`config.mk`:
```
export PLATFORM = sky130hd
export DESIGN_NAME = sec_gate
export DESIGN_NICKNAME = d
export VERILOG_FILES = /design/src/rtl/sec_gate_pkg.sv /design/src/rtl/sec_err_counter.sv /design/src/rtl/sec_code_bank.sv /design/src/rtl/sec_attempt_fsm.sv /design/src/rtl/sec_gate.sv
export SDC_FILE = /design/constraint.sdc
export NUM_CORES = 1
export LEC_CHECK = 0
export ABC_AREA = 1
export BUFFER_PORTS_ARGS = -buffer_cell sky130_fd_sc_hd__buf_4
export CAP_MARGIN = 20
export CORE_UTILIZATION = 40
export DETAILED_ROUTE_END_ITERATION = 8
export PLACE_DENSITY = 0.72
export SLEW_MARGIN = 40
export SYNTH_ARGS = -nofsm -noshare
export SYNTH_HDL_FRONTEND = slang
export SYNTH_SLANG_ARGS = --single-unit
```
`constraint.sdc`:
```
create_clock -name clk -period 5 [get_ports clk]
set_clock_uncertainty 0.05 [all_clocks]
set_input_delay 1 -clock clk [delete_from_list [all_inputs] [get_ports clk]]
set_output_delay 1 -clock clk [all_outputs]
set_load 0.02 [all_outputs]
```
`src/rtl/sec_gate_pkg.sv`:
```
package sec_gate_pkg;

  typedef enum logic {
    ST_IDLE = 1'b0,
    ST_CMP  = 1'b1
  } att_state_e;

  // Remove the least significant set bit of a value.
  function automatic logic [31:0] clear_low_one(input logic [31:0] v);
    return v & (v - 32'd1);
  endfunction

endpackage

```
`src/rtl/sec_err_counter.sv`:
```
module sec_err_counter
  import sec_gate_pkg::*;
#(
  parameter int unsigned EC_W    = 3,
  parameter logic [EC_W-1:0] INIT_EC = '1
) (
  input  logic            clk,
  input  logic            rst_n,
  input  logic            consume,
  input  logic            restore,
  input  logic            wr_en,
  input  logic [EC_W-1:0] wr_val,
  output logic [EC_W-1:0] ec_q,
  output logic            ec_zero
);

  logic [EC_W-1:0] ec_d;
  logic            ec_en;

  always_comb begin
    ec_d = ec_q;
    if (restore) begin
      ec_d = '1;
    end else if (consume) begin
      ec_d = EC_W'(clear_low_one(32'(ec_q)));
    end
    if (wr_en) begin
      ec_d = ec_d & wr_val;
    end
  end

  assign ec_en   = restore | consume | wr_en;
  assign ec_zero = (ec_q == '0);

  always_ff @(posedge clk or negedge rst_n) begin
    if (!rst_n) begin
      ec_q <= INIT_EC;
    end else if (ec_en) begin
      ec_q <= ec_d;
    end
  end

  // a start removes exactly one bit
  a_r2_one_bit_per_try: assert property (@(posedge clk) disable iff (!rst_n)
    (consume && !restore && !wr_en && ec_q != '0)
      |=> ($countones(ec_q) + 1 == $countones($past(ec_q))))
    else $error("counter did not lose exactly one bit");

  // without a successful match the counter only loses bits
  a_r7_clear_only: assert property (@(posedge clk) disable iff (!rst_n)
    !restore |=> ((ec_q & ~$past(ec_q)) == '0))
    else $error("counter gained a bit without a match");

  // a successful match refills the counter
  a_r3_refill: assert property (@(posedge clk) disable iff (!rst_n)
    (restore && !wr_en) |=> (ec_q == '1))
    else $error("counter not refilled after match");

endmodule

```
`src/rtl/sec_code_bank.sv`:
```
module sec_code_bank #(
  parameter int unsigned CODE_BYTES = 3,
  parameter int unsigned BYTE_W     = 8,
  parameter int unsigned IDX_W      = 2,
  parameter logic [CODE_BYTES*BYTE_W-1:0] INIT_CODE = '0
) (
  input  logic              clk,
  input  logic              rst_n,
  input  logic              wr_en,
  input  logic [IDX_W-1:0]  wr_idx,
  input  logic [BYTE_W-1:0] wr_data,
  input  logic [IDX_W-1:0]  cmp_idx,
  output logic [BYTE_W-1:0] ref_byte
);

  logic [CODE_BYTES-1:0][BYTE_W-1:0] code_q;
  logic [CODE_BYTES-1:0][BYTE_W-1:0] code_d;
  logic [CODE_BYTES-1:0]             byte_we;

  for (genvar g = 0; g < CODE_BYTES; g++) begin : g_byte
    assign byte_we[g] = wr_en && (wr_idx == IDX_W'(g));
    assign code_d[g]  = byte_we[g] ? wr_data : code_q[g];

    always_ff @(posedge clk or negedge rst_n) begin
      if (!rst_n) begin
        code_q[g] <= INIT_CODE[g*BYTE_W +: BYTE_W];
      end else if (byte_we[g]) begin
        code_q[g] <= code_d[g];
      end
    end
  end

  always_comb begin
    ref_byte = '0;
    for (int i = 0; i < CODE_BYTES; i++) begin
      if (cmp_idx == IDX_W'(i)) begin
        ref_byte = code_q[i];
      end
    end
  end

  // stored code only changes through a granted write
  a_r8_code_frozen: assert property (@(posedge clk) disable iff (!rst_n)
    !wr_en |=> $stable(code_q))
    else $error("code changed without a granted write");

endmodule

```
`src/rtl/sec_attempt_fsm.sv`:
```
module sec_attempt_fsm
  import sec_gate_pkg::*;
#(
  parameter int unsigned CODE_BYTES = 3,
  parameter int unsigned BYTE_W     = 8,
  parameter int unsigned IDX_W      = 2
) (
  input  logic              clk,
  input  logic              rst_n,
  input  logic              att_start,
  input  logic              att_byte_vld,
  input  logic [BYTE_W-1:0] att_byte,
  input  logic              ec_wr_en,
  input  logic              ec_zero,
  input  logic [BYTE_W-1:0] ref_byte,
  output logic [IDX_W-1:0]  cmp_idx,
  output logic              active,
  output logic              consume,
  output logic              restore,
  output logic              unlock_q
);

  localparam logic [IDX_W-1:0] LAST_IDX = IDX_W'(CODE_BYTES - 1);

  att_state_e       st_q, st_d;
  logic [IDX_W-1:0] idx_q, idx_d;
  logic             miss_q, miss_d;
  logic             unlock_d;
  logic             byte_take;
  logic             is_last;
  logic             hit;

  assign active    = (st_q == ST_CMP);
  assign cmp_idx   = idx_q;
  assign hit       = (att_byte == ref_byte);
  assign is_last   = (idx_q == LAST_IDX);
  assign consume   = att_start && !ec_wr_en && !ec_zero;
  assign byte_take = active && att_byte_vld && !att_start && !ec_wr_en;
  assign restore   = byte_take && is_last && !miss_q && hit;
  assign unlock_d  = unlock_q || restore;

  always_comb begin
    st_d   = st_q;
    idx_d  = idx_q;
    miss_d = miss_q;
    if (ec_wr_en) begin
      st_d = ST_IDLE;
    end else if (att_start) begin
      if (ec_zero) begin
        st_d = ST_IDLE;
      end else begin
        st_d   = ST_CMP;
        idx_d  = '0;
        miss_d = 1'b0;
      end
    end else if (byte_take) begin
      miss_d = miss_q || !hit;
      if (is_last) begin
        st_d = ST_IDLE;
      end else begin
        idx_d = idx_q + IDX_W'(1);
      end
    end
  end

  always_ff @(posedge clk or negedge rst_n) begin
    if (!rst_n) begin
      st_q     <= ST_IDLE;
      idx_q    <= '0;
      miss_q   <= 1'b0;
      unlock_q <= 1'b0;
    end else begin
      st_q     <= st_d;
      idx_q    <= idx_d;
      miss_q   <= miss_d;
      unlock_q <= unlock_d;
    end
  end

  // unlock never falls before reset
  a_r6_unlock_sticky: assert property (@(posedge clk) disable iff (!rst_n)
    unlock_q |=> unlock_q)
    else $error("unlock flag dropped");

  // the byte pointer stays inside the code while comparing
  a_r10_idx_in_range: assert property (@(posedge clk) disable iff (!rst_n)
    active |-> (idx_q <= LAST_IDX))
    else $error("byte index out of range");

  // a counter write leaves no attempt open
  a_r7_write_aborts: assert property (@(posedge clk) disable iff (!rst_n)
    ec_wr_en |=> !active)
    else $error("attempt survived a counter write");

endmodule

```
`src/rtl/sec_gate.sv`:
```
module sec_gate #(
  parameter int unsigned CODE_BYTES = 3,
  parameter int unsigned BYTE_W     = 8,
  parameter int unsigned EC_W       = 3,
  parameter logic [CODE_BYTES*BYTE_W-1:0] INIT_CODE = 24'h17C35A,
  parameter logic [EC_W-1:0] INIT_EC = '1,
  localparam int unsigned IDX_W = (CODE_BYTES > 1) ? $clog2(CODE_BYTES) : 1,
  localparam int unsigned SEL_W = $clog2(CODE_BYTES + 1)
) (
  input  logic              clk,
  input  logic              rst_n,
  input  logic              att_start,
  input  logic              att_byte_vld,
  input  logic [BYTE_W-1:0] att_byte,
  input  logic              ec_wr_en,
  input  logic [EC_W-1:0]   ec_wr_val,
  input  logic              code_wr_en,
  input  logic [IDX_W-1:0]  code_wr_idx,
  input  logic [BYTE_W-1:0] code_wr_data,
  input  logic [SEL_W-1:0]  rd_sel,
  output logic [BYTE_W-1:0] rd_data,
  output logic [EC_W-1:0]   err_count,
  output logic              unlocked,
  output logic              locked,
  output logic              wr_permit
);

  logic [EC_W-1:0]   ec_q;
  logic              ec_zero;
  logic              active;
  logic              consume;
  logic              restore;
  logic              unlock_q;
  logic [IDX_W-1:0]  cmp_idx;
  logic [BYTE_W-1:0] ref_byte;
  logic              code_we;

  sec_err_counter #(
    .EC_W    (EC_W),
    .INIT_EC (INIT_EC)
  ) u_ctr (
    .clk     (clk),
    .rst_n   (rst_n),
    .consume (consume),
    .restore (restore),
    .wr_en   (ec_wr_en),
    .wr_val  (ec_wr_val),
    .ec_q    (ec_q),
    .ec_zero (ec_zero)
  );

  sec_attempt_fsm #(
    .CODE_BYTES (CODE_BYTES),
    .BYTE_W     (BYTE_W),
    .IDX_W      (IDX_W)
  ) u_fsm (
    .clk          (clk),
    .rst_n        (rst_n),
    .att_start    (att_start),
    .att_byte_vld (att_byte_vld),
    .att_byte     (att_byte),
    .ec_wr_en     (ec_wr_en),
    .ec_zero      (ec_zero),
    .ref_byte     (ref_byte),
    .cmp_idx      (cmp_idx),
    .active       (active),
    .consume      (consume),
    .restore      (restore),
    .unlock_q     (unlock_q)
  );

  assign locked    = ec_zero && !active;
  assign unlocked  = unlock_q;
  assign wr_permit = unlock_q && !locked;
  assign err_count = ec_q;
  assign code_we   = code_wr_en && wr_permit && (32'(code_wr_idx) < CODE_BYTES);

  sec_code_bank #(
    .CODE_BYTES (CODE_BYTES),
    .BYTE_W     (BYTE_W),
    .IDX_W      (IDX_W),
    .INIT_CODE  (INIT_CODE)
  ) u_bank (
    .clk      (clk),
    .rst_n    (rst_n),
    .wr_en    (code_we),
    .wr_idx   (code_wr_idx),
    .wr_data  (code_wr_data),
    .cmp_idx  (cmp_idx),
    .ref_byte (ref_byte)
  );

  always_comb begin
    rd_data = '0;
    if (rd_sel == '0) begin
      rd_data = BYTE_W'(ec_q);
    end
  end

  // lockout is permanent
  a_r5_lock_sticky: assert property (@(posedge clk) disable iff (!rst_n)
    locked |=> locked)
    else $error("lock released");

  // a locked device that was never unlocked stays so
  a_r5_no_late_unlock: assert property (@(posedge clk) disable iff (!rst_n)
    (locked && !unlocked) |=> !unlocked)
    else $error("unlock after lockout");

  // code bytes never appear on the read port
  a_r9_code_hidden: assert property (@(posedge clk) disable iff (!rst_n)
    (rd_sel != '0) |-> (rd_data == '0))
    else $error("code byte leaked on read");

  // no code update reaches the bank while writes are barred
  a_r8_write_gated: assert property (@(posedge clk) disable iff (!rst_n)
    !wr_permit |-> !code_we)
    else $error("code write granted without permit");

endmodule

```
==> impl_metrics.csv <==
group,metric,value,unit
finish,n_antenna_cell,0,
floorplanning,start_util,41.48,%
synthesis,synth_cells,267,
synthesis,yosysUniqueCellTypes,26,
pwr,vdd_drop_max,0.1127,mV
detailed_routing,drt_iter0_drc,67,
clock_tree,clock_sinks,32,
finish,drive_gt1_share,27.21,%
detailed_routing,avgViaCountPerCell,4.538,
place,io_buffers,37,
place,place_congestion,0.7589,
timing,fin_crit_sh,53.94,%
worst_setup_path,crit_path_top_delay_cell,"or2_2",
floorplanning,die_x,71.99,um
timing,relSlewSlack,55.06,%
clock_tree,numCtsBuffers,5,
synthesis,yosysTopAreaCellShare,21.71,%
clock_tree,post_cts_resized,0,
synthesis,ys_seq_elements,32,
finish,utilization,49.35,%
timing,finalHoldViolations,0,
timing,fmax,370.8,MHz
detailed_routing,firstDrtPassIters,4,
synthesis,yosys-top-cells-count,"nand2_1, inv_1, o21ai_0",
synthesis,ys_seq_area_share,41.83,%
worst_setup_path,crit_arrival,1.65,ns
global_routing,grt_pass1_wl,6803,um
job,max_cap_viol_count,0,
clock_tree,clk_latency,0.28,ns
pwr,total_leakage_power,1.313,nW
synthesis,yosys_warnings,0,
synthesis,synth_top_area_cell,"dfrtp_1",
finish,nNetsFinal,336,
worst_setup_path,max_stage_delay,0.30,ns
finish,areaGrowthSynthToFinish,18.97,%
timing,finalCriticalPeriod,2.697,ns
timing,hold_ws,0.4273,ns
clock_tree,cts_root_buffer,"clkbuf_8",
synthesis,synthFlopType,"dfrtp_1",
global_routing,antenna_found_initial,0,
detailed_routing,wl_per_cell,10.10,um
timing,rsz0062_at_grt,"no",
worst_setup_path,cp_cell_sequence,"buf_4, or2_2, nor2_1, buf_4",
worst_setup_path,start_kind,"input port",
detailed_routing,drc_errors,0,
global_routing,grt_usage,16.90,%
synthesis,async_flop_share,100.0,%
timing,fin_setup_tns,0,ns
timing,setup_viol,0,
clock_tree,post_cts_buffers,0,
floorplanning,fp.coreArea,4723,um^2
floorplanning,ios,43,
detailed_routing,num_vias,1688,
clock_tree,cts_tree,"yes",
timing,tightest_slew,0.6741,ns
global_routing,gr-total-overflow,0,
floorplanning,fp.dieArea,5183,um^2
global_routing,grt_pass1_vias,1598,
worst_setup_path,path_max_fanout,3,
pwr,fin_total_pwr,0.0005258,W
min_path,hold_class,"flip-flop to flip-flop",
clock_tree,clockBufferDepth,2,
worst_setup_path,cp-end-kind,"primary output",
synthesis,post-synth-top-count-cell,"nand2_1",
clock_tree,clk_pin_slew,0.06,ns
synthesis,synth_edf_count,0,
clock_tree,holdBufCountCts,0,
global_routing,grt_max_degree,33,
worst_setup_path,setup.worst_path.class,"input port to primary output",
worst_setup_path,required,3.95,ns
floorplanning,fp.dieH,71.99,um
synthesis,syn_area_per_cell,7.338,um^2
timing,drv_slew,0,
synthesis,yosys-top-cells-area,"dfrtp_1, dfstp_2, nand2_1",
status,outcome,"completed",
detailed_routing,wirelength,3758,um
detailed_routing,ant_nets,0,
worst_setup_path,cpMostUsedCell,"buf_4",
place,place_hpwl,2827,um
clock_tree,htreeDepth,2,
floorplanning,row_count,25,
synthesis,synth_area,1959,um^2
pwr,power.density,225.6,nW/um^2
[metal layers]
metal / track usage [%] / vias up / wire, um
li1: - / 878 / -
met4: 6.972 / 0 / 72
met1: 21.17 / 770 / 1724
met5: 0 / - / 0
met3: 4.861 / 7 / 169
met2: 27.46 / 33 / 1793
[kinds of logic (layout without fill, tap and decap cells)]
logic type | after synthesis | after routing | synth area share (%)
and+or+nand+nor | 133 | 133 | 30.78
AOI/OAI and AO/OA | 38 | 38 | 11.05
other | 1 | 5 | 0.1914
adders and majority gates | 3 | 3 | 1.916
buffers and inverters | 60 | 94 | 14.24
DFF | 32 | 32 | 41.83
[registers in the layout, summed over array words and instances, names as in the netlist]
register        cells
u_bank.code_q      24
u_ctr.ec_q          3
u_fsm.cmp_idx       2
u_fsm.active        1
u_fsm.miss_q        1
u_fsm.unlock_q      1
[stage by stage]
step / setup WS (ns) / instances / cell area [um^2]
CTS: 2.296 / 372 / 2331
global placement: 2.317 / 364 / 2241
global route: 2.271 / 372 / 2331
finish: 2.303 / 372 / 2331
detailed placement: 2.296 / 364 / 2241
floorplan: 2.358 / 271 / 1974
[final timing paths]
path	end	slack, ns	from	cells past startpoint
min	u_bank.code_q[6]	0.43	u_bank.code_q[6]	2
min in group asynchronous	u_bank.code_q[10]	0.59	rst_n	1
max in group asynchronous	u_ctr.ec_q[1]	3.98	rst_n	1
max	rd_data[0]	2.30	rd_sel[1]	4
max reg2reg	u_ctr.ec_q[0]	2.80	u_fsm.cmp_idx[0]	14
min reg2reg	u_bank.code_q[6]	0.43	u_bank.code_q[6]	2
[worst max-delay path: cells and delay by family]
family	cells	cell delay, ns
buffers and inverters	2	0.25
and+or+nand+nor	2	0.39
[cell type report]
cell class                      instances  area [um^2]
Inverter                               49        183.9
Tap cell                               67        83.83
Clock buffer                            8        90.09
Timing Repair Buffer                   37        277.8
Multi-Input combinational cell        179        875.8
Fill cell                             476         2392
Sequential cell                        32        819.5
[cells in the final DEF, fill, tap and decap left out, drive strengths merged]
cell type  count
ha             3
buf           37
a21boi         1
conb           5
a21oi          9
or2            4
nor2          13
nor3           2
inv           49
nand2         93
o211ai         2
o21ai         26
nand3b         1
dfstp         15
nand3         20
clkbuf         8
dfrtp         17
[report_power, final]
| group | internal, W | switching (W) |
|---|---|---|
| clock network | 0.000112 | 0.0000893 |
| logic | 0.0000250 | 0.0000309 |
| registers | 0.000266 | 0.00000227 |
(Power assumes the default switching activity.)
